--- config.mk ---
export PLATFORM = sky130hd
export DESIGN_NAME = sar_serial_seq
export DESIGN_NICKNAME = d
export VERILOG_FILES = /design/src/rtl/sadc_pkg.sv /design/src/rtl/sadc_edge.sv /design/src/rtl/sadc_sar.sv /design/src/rtl/sadc_timer.sv /design/src/rtl/sar_serial_seq.sv
export SDC_FILE = /design/constraint.sdc
export NUM_CORES = 1
export LEC_CHECK = 0
export BUFFER_PORTS_ARGS = -buffer_cell sky130_fd_sc_hd__buf_2
export CAP_MARGIN = 25
export CORE_UTILIZATION = 50
export DETAILED_ROUTE_END_ITERATION = 10
export GPL_TIMING_DRIVEN = 0
export PLACE_DENSITY = 0.81
export SYNTH_ARGS = -nofsm -noshare
export SYNTH_HDL_FRONTEND = slang
export SYNTH_SLANG_ARGS = --single-unit
--- constraint.sdc ---
create_clock -name clk -period 2 [get_ports clk]
set_input_delay 0.3 -clock clk [delete_from_list [all_inputs] [get_ports clk]]
set_output_delay 0.3 -clock clk [all_outputs]
set_load 0.01 [all_outputs]
--- src/rtl/sadc_pkg.sv ---
package sadc_pkg;
    localparam int RES_W   = 8;
    localparam int CMD_W   = 8;
    localparam int UNI_POS = 2;
    localparam int CNT_MAX = (RES_W > CMD_W) ? RES_W : CMD_W;
    localparam int CNT_W   = $clog2(CNT_MAX + 1);
    localparam int IDX_W   = $clog2(RES_W);

    typedef enum logic [2:0] {
        ST_IDLE,
        ST_CMD,
        ST_CONV,
        ST_TAIL,
        ST_UNSUP
    } seq_st_e;

    typedef struct packed {
        seq_st_e          st;
        logic [CNT_W-1:0] cnt;
        logic             uni;
        logic             sstrb;
        logic             dout;
        logic             unsup;
        logic             oe;
    } seq_reg_t;

    typedef struct packed {
        logic sclk;
        logic sclk_prev;
        logic cs_n;
        logic din;
        logic comp;
    } smp_reg_t;
endpackage

--- src/rtl/sadc_edge.sv ---
module sadc_edge
    import sadc_pkg::*;
(
    input  logic clk,
    input  logic rst_n,
    input  logic sclk,
    input  logic cs_n,
    input  logic din,
    input  logic comp_lo,
    output logic sclk_rise,
    output logic sclk_fall,
    output logic cs_hi,
    output logic din_s,
    output logic comp_s
);
    smp_reg_t s_d, s_q;

    always_comb begin
        s_d           = s_q;
        s_d.sclk      = sclk;
        s_d.sclk_prev = s_q.sclk;
        s_d.cs_n      = cs_n;
        s_d.din       = din;
        s_d.comp      = comp_lo;
    end

    always_ff @(posedge clk or negedge rst_n) begin
        if (!rst_n) begin
            s_q <= '{sclk: 1'b0, sclk_prev: 1'b0, cs_n: 1'b1, din: 1'b0, comp: 1'b0};
        end else begin
            s_q <= s_d;
        end
    end

    assign sclk_rise = s_q.sclk & ~s_q.sclk_prev;
    assign sclk_fall = ~s_q.sclk & s_q.sclk_prev;
    assign cs_hi     = s_q.cs_n;
    assign din_s     = s_q.din;
    assign comp_s    = s_q.comp;
endmodule

--- src/rtl/sadc_sar.sv ---
module sadc_sar #(
    parameter int W = 8
) (
    input  logic         clk,
    input  logic         rst_n,
    input  logic         start,
    input  logic         step,
    input  logic         comp_lo,
    output logic [W-1:0] code
);
    localparam int IW = $clog2(W);

    logic [W-1:0]  code_d, code_q;
    logic [IW-1:0] idx_d, idx_q;

    always_comb begin
        code_d = code_q;
        idx_d  = idx_q;
        if (start) begin
            code_d        = '0;
            code_d[W-1]   = 1'b1;
            idx_d         = IW'(W - 1);
        end else if (step) begin
            if (comp_lo) begin
                code_d[idx_q] = 1'b0;
            end
            if (idx_q != '0) begin
                code_d[idx_q - 1'b1] = 1'b1;
                idx_d                = idx_q - 1'b1;
            end
        end
    end

    always_ff @(posedge clk or negedge rst_n) begin
        if (!rst_n) begin
            code_q <= '0;
            idx_q  <= '0;
        end else begin
            code_q <= code_d;
            idx_q  <= idx_d;
        end
    end

    assign code = code_q;

    AST_SAR_HOLD: assert property (@(posedge clk) disable iff (!rst_n)
        (!start && !step) |=> $stable(code_q));
    AST_SAR_START: assert property (@(posedge clk) disable iff (!rst_n)
        start |=> ($countones(code_q) == 1 && code_q[W-1]));
endmodule

--- src/rtl/sadc_timer.sv ---
module sadc_timer #(
    parameter int LIMIT = 100000
) (
    input  logic clk,
    input  logic rst_n,
    input  logic run,
    input  logic clear,
    output logic expired
);
    localparam int CW = $clog2(LIMIT + 2);
    localparam logic [CW-1:0] LIM = CW'(LIMIT);

    logic [CW-1:0] cnt_d, cnt_q;

    always_comb begin
        cnt_d = cnt_q;
        if (clear) begin
            cnt_d = '0;
        end else if (run && cnt_q <= LIM) begin
            cnt_d = cnt_q + 1'b1;
        end
    end

    always_ff @(posedge clk or negedge rst_n) begin
        if (!rst_n) cnt_q <= '0;
        else        cnt_q <= cnt_d;
    end

    assign expired = cnt_q > LIM;

    AST_TIMEOUT_STICKY: assert property (@(posedge clk) disable iff (!rst_n)
        (expired && !clear) |=> expired);
endmodule

--- src/rtl/sar_serial_seq.sv ---
module sar_serial_seq
    import sadc_pkg::*;
#(
    parameter int TIMEOUT_CYCLES = 100000
) (
    input  logic             clk,
    input  logic             rst_n,
    input  logic             sclk,
    input  logic             cs_n,
    input  logic             din,
    input  logic             comp_lo,
    output logic [RES_W-1:0] trial_code,
    output logic             dout,
    output logic             dout_oe,
    output logic             sstrb,
    output logic             sstrb_oe,
    output logic             timeout,
    output logic             unsup_mode
);
    localparam logic [CNT_W-1:0] UNI_ARR  = CNT_W'(CMD_W - 1 - UNI_POS);
    localparam logic [CNT_W-1:0] CMD_LAST = CNT_W'(CMD_W - 1);
    localparam logic [CNT_W-1:0] RES_END  = CNT_W'(RES_W);

    logic sclk_rise, sclk_fall, cs_hi, din_s, comp_s;
    logic sar_start, sar_step, tmr_run;
    logic [RES_W-1:0] code;
    logic [IDX_W-1:0] bit_sel;
    seq_reg_t r_d, r_q;

    sadc_edge u_edge (
        .clk       (clk),
        .rst_n     (rst_n),
        .sclk      (sclk),
        .cs_n      (cs_n),
        .din       (din),
        .comp_lo   (comp_lo),
        .sclk_rise (sclk_rise),
        .sclk_fall (sclk_fall),
        .cs_hi     (cs_hi),
        .din_s     (din_s),
        .comp_s    (comp_s)
    );

    sadc_sar #(.W(RES_W)) u_sar (
        .clk     (clk),
        .rst_n   (rst_n),
        .start   (sar_start),
        .step    (sar_step),
        .comp_lo (comp_s),
        .code    (code)
    );

    assign tmr_run = (r_q.st == ST_CONV) && (r_q.cnt != RES_END);

    sadc_timer #(.LIMIT(TIMEOUT_CYCLES)) u_timer (
        .clk     (clk),
        .rst_n   (rst_n),
        .run     (tmr_run),
        .clear   (cs_hi | sar_start),
        .expired (timeout)
    );

    assign bit_sel = IDX_W'(RES_END - r_q.cnt);

    always_comb begin
        r_d       = r_q;
        sar_start = 1'b0;
        sar_step  = 1'b0;
        r_d.oe    = ~cs_hi;
        if (cs_hi) begin
            r_d.st    = ST_IDLE;
            r_d.cnt   = '0;
            r_d.sstrb = 1'b0;
            r_d.dout  = 1'b0;
            r_d.unsup = 1'b0;
        end else begin
            case (r_q.st)
                ST_IDLE: begin
                    if (sclk_rise && din_s) begin
                        r_d.st  = ST_CMD;
                        r_d.cnt = CNT_W'(1);
                    end
                end
                ST_CMD: begin
                    if (sclk_rise) begin
                        r_d.cnt = r_q.cnt + 1'b1;
                        if (r_q.cnt == UNI_ARR) begin
                            r_d.uni = din_s;
                        end
                        if (r_q.cnt == CMD_LAST) begin
                            r_d.cnt = '0;
                            if (din_s) begin
                                r_d.st    = ST_CONV;
                                r_d.sstrb = 1'b1;
                                sar_start = 1'b1;
                            end else begin
                                r_d.st    = ST_UNSUP;
                                r_d.unsup = 1'b1;
                            end
                        end
                    end
                end
                ST_CONV: begin
                    if (sclk_rise && r_q.cnt != RES_END) begin
                        sar_step = 1'b1;
                        r_d.cnt  = r_q.cnt + 1'b1;
                        if (r_q.cnt == CNT_W'(1)) begin
                            r_d.sstrb = 1'b0;
                        end
                    end else if (sclk_fall && r_q.cnt != '0) begin
                        r_d.dout = code[bit_sel] ^ (~r_q.uni & (r_q.cnt == CNT_W'(1)));
                        if (r_q.cnt == RES_END) begin
                            r_d.st = ST_TAIL;
                        end
                    end
                end
                ST_TAIL: begin
                    if (sclk_fall) begin
                        r_d.dout = 1'b0;
                    end
                end
                default: ;
            endcase
        end
    end

    always_ff @(posedge clk or negedge rst_n) begin
        if (!rst_n) begin
            r_q <= '{st: ST_IDLE, cnt: '0, uni: 1'b0, sstrb: 1'b0,
                     dout: 1'b0, unsup: 1'b0, oe: 1'b0};
        end else begin
            r_q <= r_d;
        end
    end

    assign trial_code = code;
    assign dout       = r_q.dout;
    assign dout_oe    = r_q.oe;
    assign sstrb      = r_q.sstrb;
    assign sstrb_oe   = r_q.oe;
    assign unsup_mode = r_q.unsup;

    AST_STRB_IN_CONV: assert property (@(posedge clk) disable iff (!rst_n)
        r_q.sstrb |-> (r_q.st == ST_CONV));
    AST_TAIL_ZERO: assert property (@(posedge clk) disable iff (!rst_n)
        (r_q.st == ST_TAIL && sclk_fall && !cs_hi) |=> !r_q.dout);
    AST_ABORT_IDLE: assert property (@(posedge clk) disable iff (!rst_n)
        cs_hi |=> (r_q.st == ST_IDLE && !r_q.oe));
    AST_UNSUP_QUIET: assert property (@(posedge clk) disable iff (!rst_n)
        (r_q.st == ST_UNSUP) |-> (!r_q.sstrb && !r_q.dout && r_q.unsup));
endmodule

* Word level (Yosys, flattened, before mapping)
Index checks and enable logic that the tools add are counted.
W data, S select, Z words.
** Operators by class
- Add/subtract/negate cells :: 4
- $lt $le $gt $ge :: 7
- Reductions and logical operators :: 26
- Equal/unequal tests :: 19
- Bitwise logic cells :: 12
- Muxes and demuxes :: 50
** Operator list (count)
- $mux W8 :: 6
- $mux W17 :: 2
- $mux W3 :: 8
- $mux W1 :: 23
- $mux W7 :: 3
- $pmux W7 S3 :: 1
- $add A17 B1 Y17 const B :: 1
- $gt A17 B17 Y1 const B :: 1
- $le A17 B17 Y1 const B :: 1
- $reduce_and A4 Y1 :: 4
- $ne A3 B1 Y1 const B :: 5
- $ne A3 B2 Y1 const B :: 5
- $lt A3 B4 Y1 const B :: 3
- $reduce_bool A2 Y1 :: 6
- $mux W9 :: 1
- $reduce_bool A3 Y1 :: 3
- $and A8 B8 Y8 :: 1
- $eq A4 B3 Y1 const B :: 2
- $not A8 Y8 :: 1
- $or A8 B8 Y8 :: 1
- $reduce_bool A4 Y1 :: 2
- $logic_and A1 B1 Y1 :: 7
- $reduce_and A7 Y1 :: 1
- $demux W1 S3 :: 2
- other kinds (20) :: 28
** Storage, ports and cells
- Output and inout bits :: 14
- Register bits after elaboration :: 45
- Logic and storage cells :: 133

* Logic depth before layout (Yosys ltp)
- Depth in word-level cells :: 13
- Mapped depth :: 9

* By module
Synthesis repeated with hierarchy kept, for this count alone.
** Unflattened totals
- Cell total of the unflattened synthesis :: 275
- Area, all modules :: 2646.3 um^2
** Modules (own cells, without submodules)
- sadc_timer :: cells an instance 107, instances 1, seq. area each 425.4 um^2, area an instance 969.7 um^2
- sar_serial_seq :: cells an instance 93, instances 1, seq. area each 300.3 um^2, area an instance 900.9 um^2
- sadc_sar :: cells an instance 68, instances 1, seq. area each 275.3 um^2, area an instance 634.4 um^2
- sadc_edge :: cells an instance 7, instances 1, seq. area each 126.4 um^2, area an instance 141.4 um^2

* Worst setup path after synthesis
OpenSTA, ideal clock, no wires.
- Path kind :: register to register
- From :: register r_q[5] (netlist bit)
- To :: register r_q (netlist bit dout)
- Data arrival time :: 1893 ps
- Buffers on the path :: 0
- Setup slack :: 11 ps
- Stages on the path, launching flop included :: 8
- Cells stage by stage :: dfrtp_1 inv_1 ha_1 mux4_2 mux2i_1 xnor2_1 o21ai_0 o31ai_1
** Between the ends
- Word-level cells in the longest chain between the ends :: 8
** RTL lines
- start, declared :: line sar_serial_seq.sv:28 : seq_reg_t r_d, r_q;
- start signal, assigned :: line sar_serial_seq.sv:129 : r_q <= '{st: ST_IDLE, cnt: '0, uni: 1'b0, sstrb: 1'b0,
- start signal, assigned :: line sar_serial_seq.sv:132 : r_q <= r_d;
- $sub A1 B3 Y3 :: line sar_serial_seq.sv:63 : assign bit_sel = IDX_W'(RES_END - r_q.cnt);
- $bmux W1 S3 :: line sar_serial_seq.sv:111 : r_d.dout = code[bit_sel] ^ (~r_q.uni & (r_q.cnt == CNT_W'(1)));
- $mux W1 (not written as such) :: line sar_serial_seq.sv:111
- $xor A1 B1 Y1 :: line sar_serial_seq.sv:111
- $mux W1 :: line sar_serial_seq.sv:110 : end else if (sclk_fall && r_q.cnt != '0) begin
- $mux W1 :: line sar_serial_seq.sv:104 : if (sclk_rise && r_q.cnt != RES_END) begin
- $pmux W1 S2 :: line sar_serial_seq.sv:77 : case (r_q.st)
- $mux W3 :: line sar_serial_seq.sv:70 : if (cs_hi) begin
Several ways; a longest one is shown, not always the timed one. The select of a mux whose other input is x is not followed.
A chain may end at the register's enable or synchronous reset.

* Worst setup path after layout
- From :: register u_timer.cnt_q[6]
- To :: output port timeout
** Between the ends
- Word-level cells in the longest chain between the ends :: 1
** RTL lines
- start, declared :: line sadc_timer.sv:13 : logic [CW-1:0] cnt_d, cnt_q;
- start signal, assigned :: line sadc_timer.sv:26 : else cnt_q <= cnt_d;
- $gt A17 B17 Y1 :: line sadc_timer.sv:29 : assign expired = cnt_q > LIM;
- end, declared :: line sar_serial_seq.sv:17 : output logic timeout,
No other way between the ends.

==> summary.log <==
INFO  run_status     result_of_the_run=complete, but fails checks
INFO  run_status     failing_checks=negative setup slack
INFO  timing         finalCritPeriodShare=105%
INFO  route          drcViolationCount=0
INFO  logic_synthesis ys_async_sr_fraction=100%
INFO  logic_synthesis synth.yosys.warnings=0
INFO  route          num_vias=2585
INFO  worst_setup_path timing.setup.critical_path_class=flop to output pin
INFO  timing         timing.clock.skew=0.00955ns
INFO  placement      numPlacedInstances=390
INFO  logic_synthesis synth_edf_count=0
INFO  cts            htree_levels=2
INFO  finish         most-common-layout-cells=41 x sky130_fd_sc_hd__dfrtp_1, 33 x sky130_fd_sc_hd__nand2_1, 22 x sky130_fd_sc_hd__nor2_1
INFO  route          drtIter0Drc=351
INFO  finish         final_net_count=359
INFO  route          number_of_detailed_routing_iterations_run_before_antenna_repair=5
INFO  route          drt.antenna.violating_nets=0
INFO  floorplan      die_w=75.2µm
INFO  power          seqPwrFrac=44.7%
INFO  global_route   grt_overflow_total=0
INFO  global_route   via_count_of_the_first_global_routing_pass=2183
INFO  placement      post-dp-hpwl=4.30mm
INFO  floorplan      floorplan.io_pins=20
INFO  timing         fmax=476MHz
INFO  worst_setup_path start_kind=flop
INFO  power          internal-power=0.00152W
INFO  cts            cts_inserted_buffers=5
INFO  timing         rsz0062_at_grt=true
INFO  worst_setup_path crit_path_max_fanout=3
INFO  power          comb_power_share=21.6%
INFO  finish         fin_cells=417
INFO  timing         finalWorstSetupSlack=-0.103ns
INFO  power          peak_vdd_ir=0.000411V
INFO  timing         fin_tns_setup=-0.279ns
INFO  cts            clk_pin_slew_worst_paths=0.10ns
INFO  route          wl_met2=3.34mm
INFO  floorplan      die_area=5660µm²
INFO  logic_synthesis synthesis.nets=314
INFO  timing         worst_margin_slew=0.747ns
INFO  finish         layout.cells.most_common=sky130_fd_sc_hd__dfrtp_1
INFO  timing         finalHoldViolations=0
INFO  floorplan      die_y=75.2µm
INFO  global_route   grt_max_degree=46
INFO  route          drt_wirelength=6.81mm
INFO  power          p_leak=1.44nW
INFO  finish         drive_gt1_share=27.7%
INFO  power          switchingPower=0.000640W
INFO  timing         timing.final.crit_period=2.10ns
INFO  route          met1_length=2.94mm
INFO  route          highest_layer=met4
INFO  placement      finalWeightedCongestion=0.950
INFO  run            max-cap-violations=0
INFO  logic_synthesis synth_cell_area=2680µm²
INFO  power          switching_fraction=29.6%
INFO  global_route   grt_first_pass_wirelength=10.2mm
INFO  power          clock_power_share=33.8%
INFO  floorplan      num_rows=26
INFO  timing         worst_slew_margin_rel=49.6%
INFO  cts            cts_buffer_depth=2
INFO  finish         area_growth_syn_to_layout=23.9%
INFO  timing         final_max_slew_viol_count=0
INFO  cts            clock_tree_from_tritoncts=yes
INFO  floorplan      initial_utilization=52.2%
INFO  cts            cts_sinks=45
INFO  worst_setup_path worst-endpoint-required=1.70ns
INFO  route          detail_route.wl_per_cell=16.3µm
INFO  placement      port_buffers=19
INFO  logic_synthesis syn-mean-instance-area=8.91µm²
INFO  logic_synthesis synth_cell_type_count=54
INFO  route          wire_length_on_met3=425µm
INFO  logic_synthesis synth_sequential_area_ratio=42.0%
INFO  cts            insertion_delay=0.30ns
INFO  worst_setup_path cp-end-kind=output pin
INFO  logic_synthesis most_used_dff_post_synth=sky130_fd_sc_hd__dfrtp_1
INFO  logic_synthesis postSynthCellCount=301
INFO  hold_path      hold_path_class=input pin to flop
INFO  floorplan      coreArea=5140µm²
INFO  finish         insertedDiodeCount=0
INFO  timing         final-setup-viol-count=8
INFO  global_route   antenna_found_initial=0
INFO  cts            clockRootBuffer=sky130_fd_sc_hd__clkbuf_8
INFO  global_route   global_route.usage.total=24.0%
INFO  power          pwr_density_cell=650nW/µm²
INFO  worst_setup_path critical_path_arrival=1.80ns
INFO  logic_synthesis synth-seq-cells=45
INFO  route          route.detailed.vias_per_inst=6.20
## layer usage
| metal | GRT usage (%) | up-vias |
|---|---|---|
| li1 | - | 1196 |
| met1 | 34.1 | 1252 |
| met2 | 37.8 | 123 |
| met3 | 4.42 | 14 |
| met4 | 6.58 | 0 |
| met5 | 0 | - |
## kinds of logic after synthesis
family	after synthesis	share of synthesized area, %
xor+xnor	3	0.980
buf+inv	31	4.95
flops	45	42.0
simple gates	131	25.9
fa+ha+maj	7	3.27
compound gates	74	18.1
mux	10	4.71
## cell usage after synthesis (all sizes together) (4+ instances only)
library cell | instances | share of area, %
mux2i | 7 | 2.6
nand3 | 21 | 3.9
nor3 | 7 | 1.7
a31oi | 6 | 1.4
dfrtp | 44 | 41
ha | 7 | 3.3
nand2 | 34 | 4.8
nor2b | 5 | 1.2
o21ai | 17 | 3.3
or4 | 6 | 1.8
inv | 16 | 2.2
o211ai | 4 | 1.1
nand2b | 4 | 0.93
o31ai | 5 | 1.4
nor2 | 22 | 3.1
and2 | 4 | 0.93
clkbuf | 9 | 1.3
nor4 | 7 | 1.9
a21oi | 18 | 3.4
buf | 6 | 1.4
## state kept, by name, indices dropped and copies added (netlist names)
name	flops
u_sar.code	8
u_edge.comp_s	1
u_sar.idx_q	3
sstrb	1
u_edge.cs_hi	1
u_edge.s_q	1
dout	1
u_edge.s_d	1
unsup_mode	1
u_edge.din_s	1
r_q	8
dout_oe	1
u_timer.cnt_q	17
## final timing paths
path | startpoint | endpoint | slack (ns) | cells after the start
max in group asynchronous | rst_n | u_edge.cs_hi | 1.16 | 3
min in group asynchronous | rst_n | u_sar.idx_q[1] | 0.34 | 2
hold reg to reg | u_edge.s_d[3] | u_edge.s_q[3] | 0.50 | 0
setup / recovery | u_timer.cnt_q[6] | timeout | -0.10 | 5
setup reg to reg | u_timer.cnt_q[6] | u_timer.cnt_q[7] | -0.04 | 6
hold / removal | cs_n | u_edge.cs_hi | 0.09 | 1
## final cells by class
cell class	instances	area (µm²)
fillers	430	1820
multi-input cells	225	1580
flip-flops and latches	45	1130
repair buffers	41	268
well taps	70	87.6
plain buffers	12	85.1
clock buffers	5	68.8
inverters	16	60.1
clock inverters	3	47.5
## power groups by stage
stage | combinational [W] | sequential [W] | clock, W
after floorplan | 0.000249 | 0.000971 | 0
after global placement | 0.000330 | 0.000974 | 0
after detailed placement | 0.000336 | 0.000975 | 0
after CTS | 0.000372 | 0.000964 | 0.000741
after global routing | 0.000503 | 0.000969 | 0.000775
final | 0.000466 | 0.000965 | 0.000729
## metrics by stage
| stage | hold slack (ns) | total power [W] | instance area, µm² | utilization, % | setup slack (ns) |
|---|---|---|---|---|---|
| finish | 0.0898 | 0.00216 | 3320 | 64.7 | -0.103 |
| global route | 0.0683 | 0.00225 | 3320 | 64.7 | -0.156 |
| CTS | 0.0824 | 0.00208 | 3110 | 60.6 | -0.0828 |
| detailed placement | 0.411 | 0.00131 | 2860 | 55.7 | -0.446 |
| global placement | 0.407 | 0.00130 | 2860 | 55.7 | -0.425 |
| floorplan | 0.00441 | 0.00122 | 2680 | - | 0.0114 |
## worst max-delay path, cell delays in order (launching register included)
cell	delay, ns
sky130_fd_sc_hd__dfrtp_1	0.41
sky130_fd_sc_hd__or4_4	0.55
sky130_fd_sc_hd__nor3_4	0.19
sky130_fd_sc_hd__o31ai_1	0.09
sky130_fd_sc_hd__nor2b_1	0.15
sky130_fd_sc_hd__buf_2	0.13
## repair_timing
action                     in CTS  in global routing
gates resized for setup        20                 31
cloned                          0                  2
pin swaps                       7                  8
hold endpoints to repair        0                  4
setup endpoints to repair      34                 24
hold buffers                    0                  1
buffers inserted                9                  9
No activity file was read; power rests on OpenSTA's default activity.
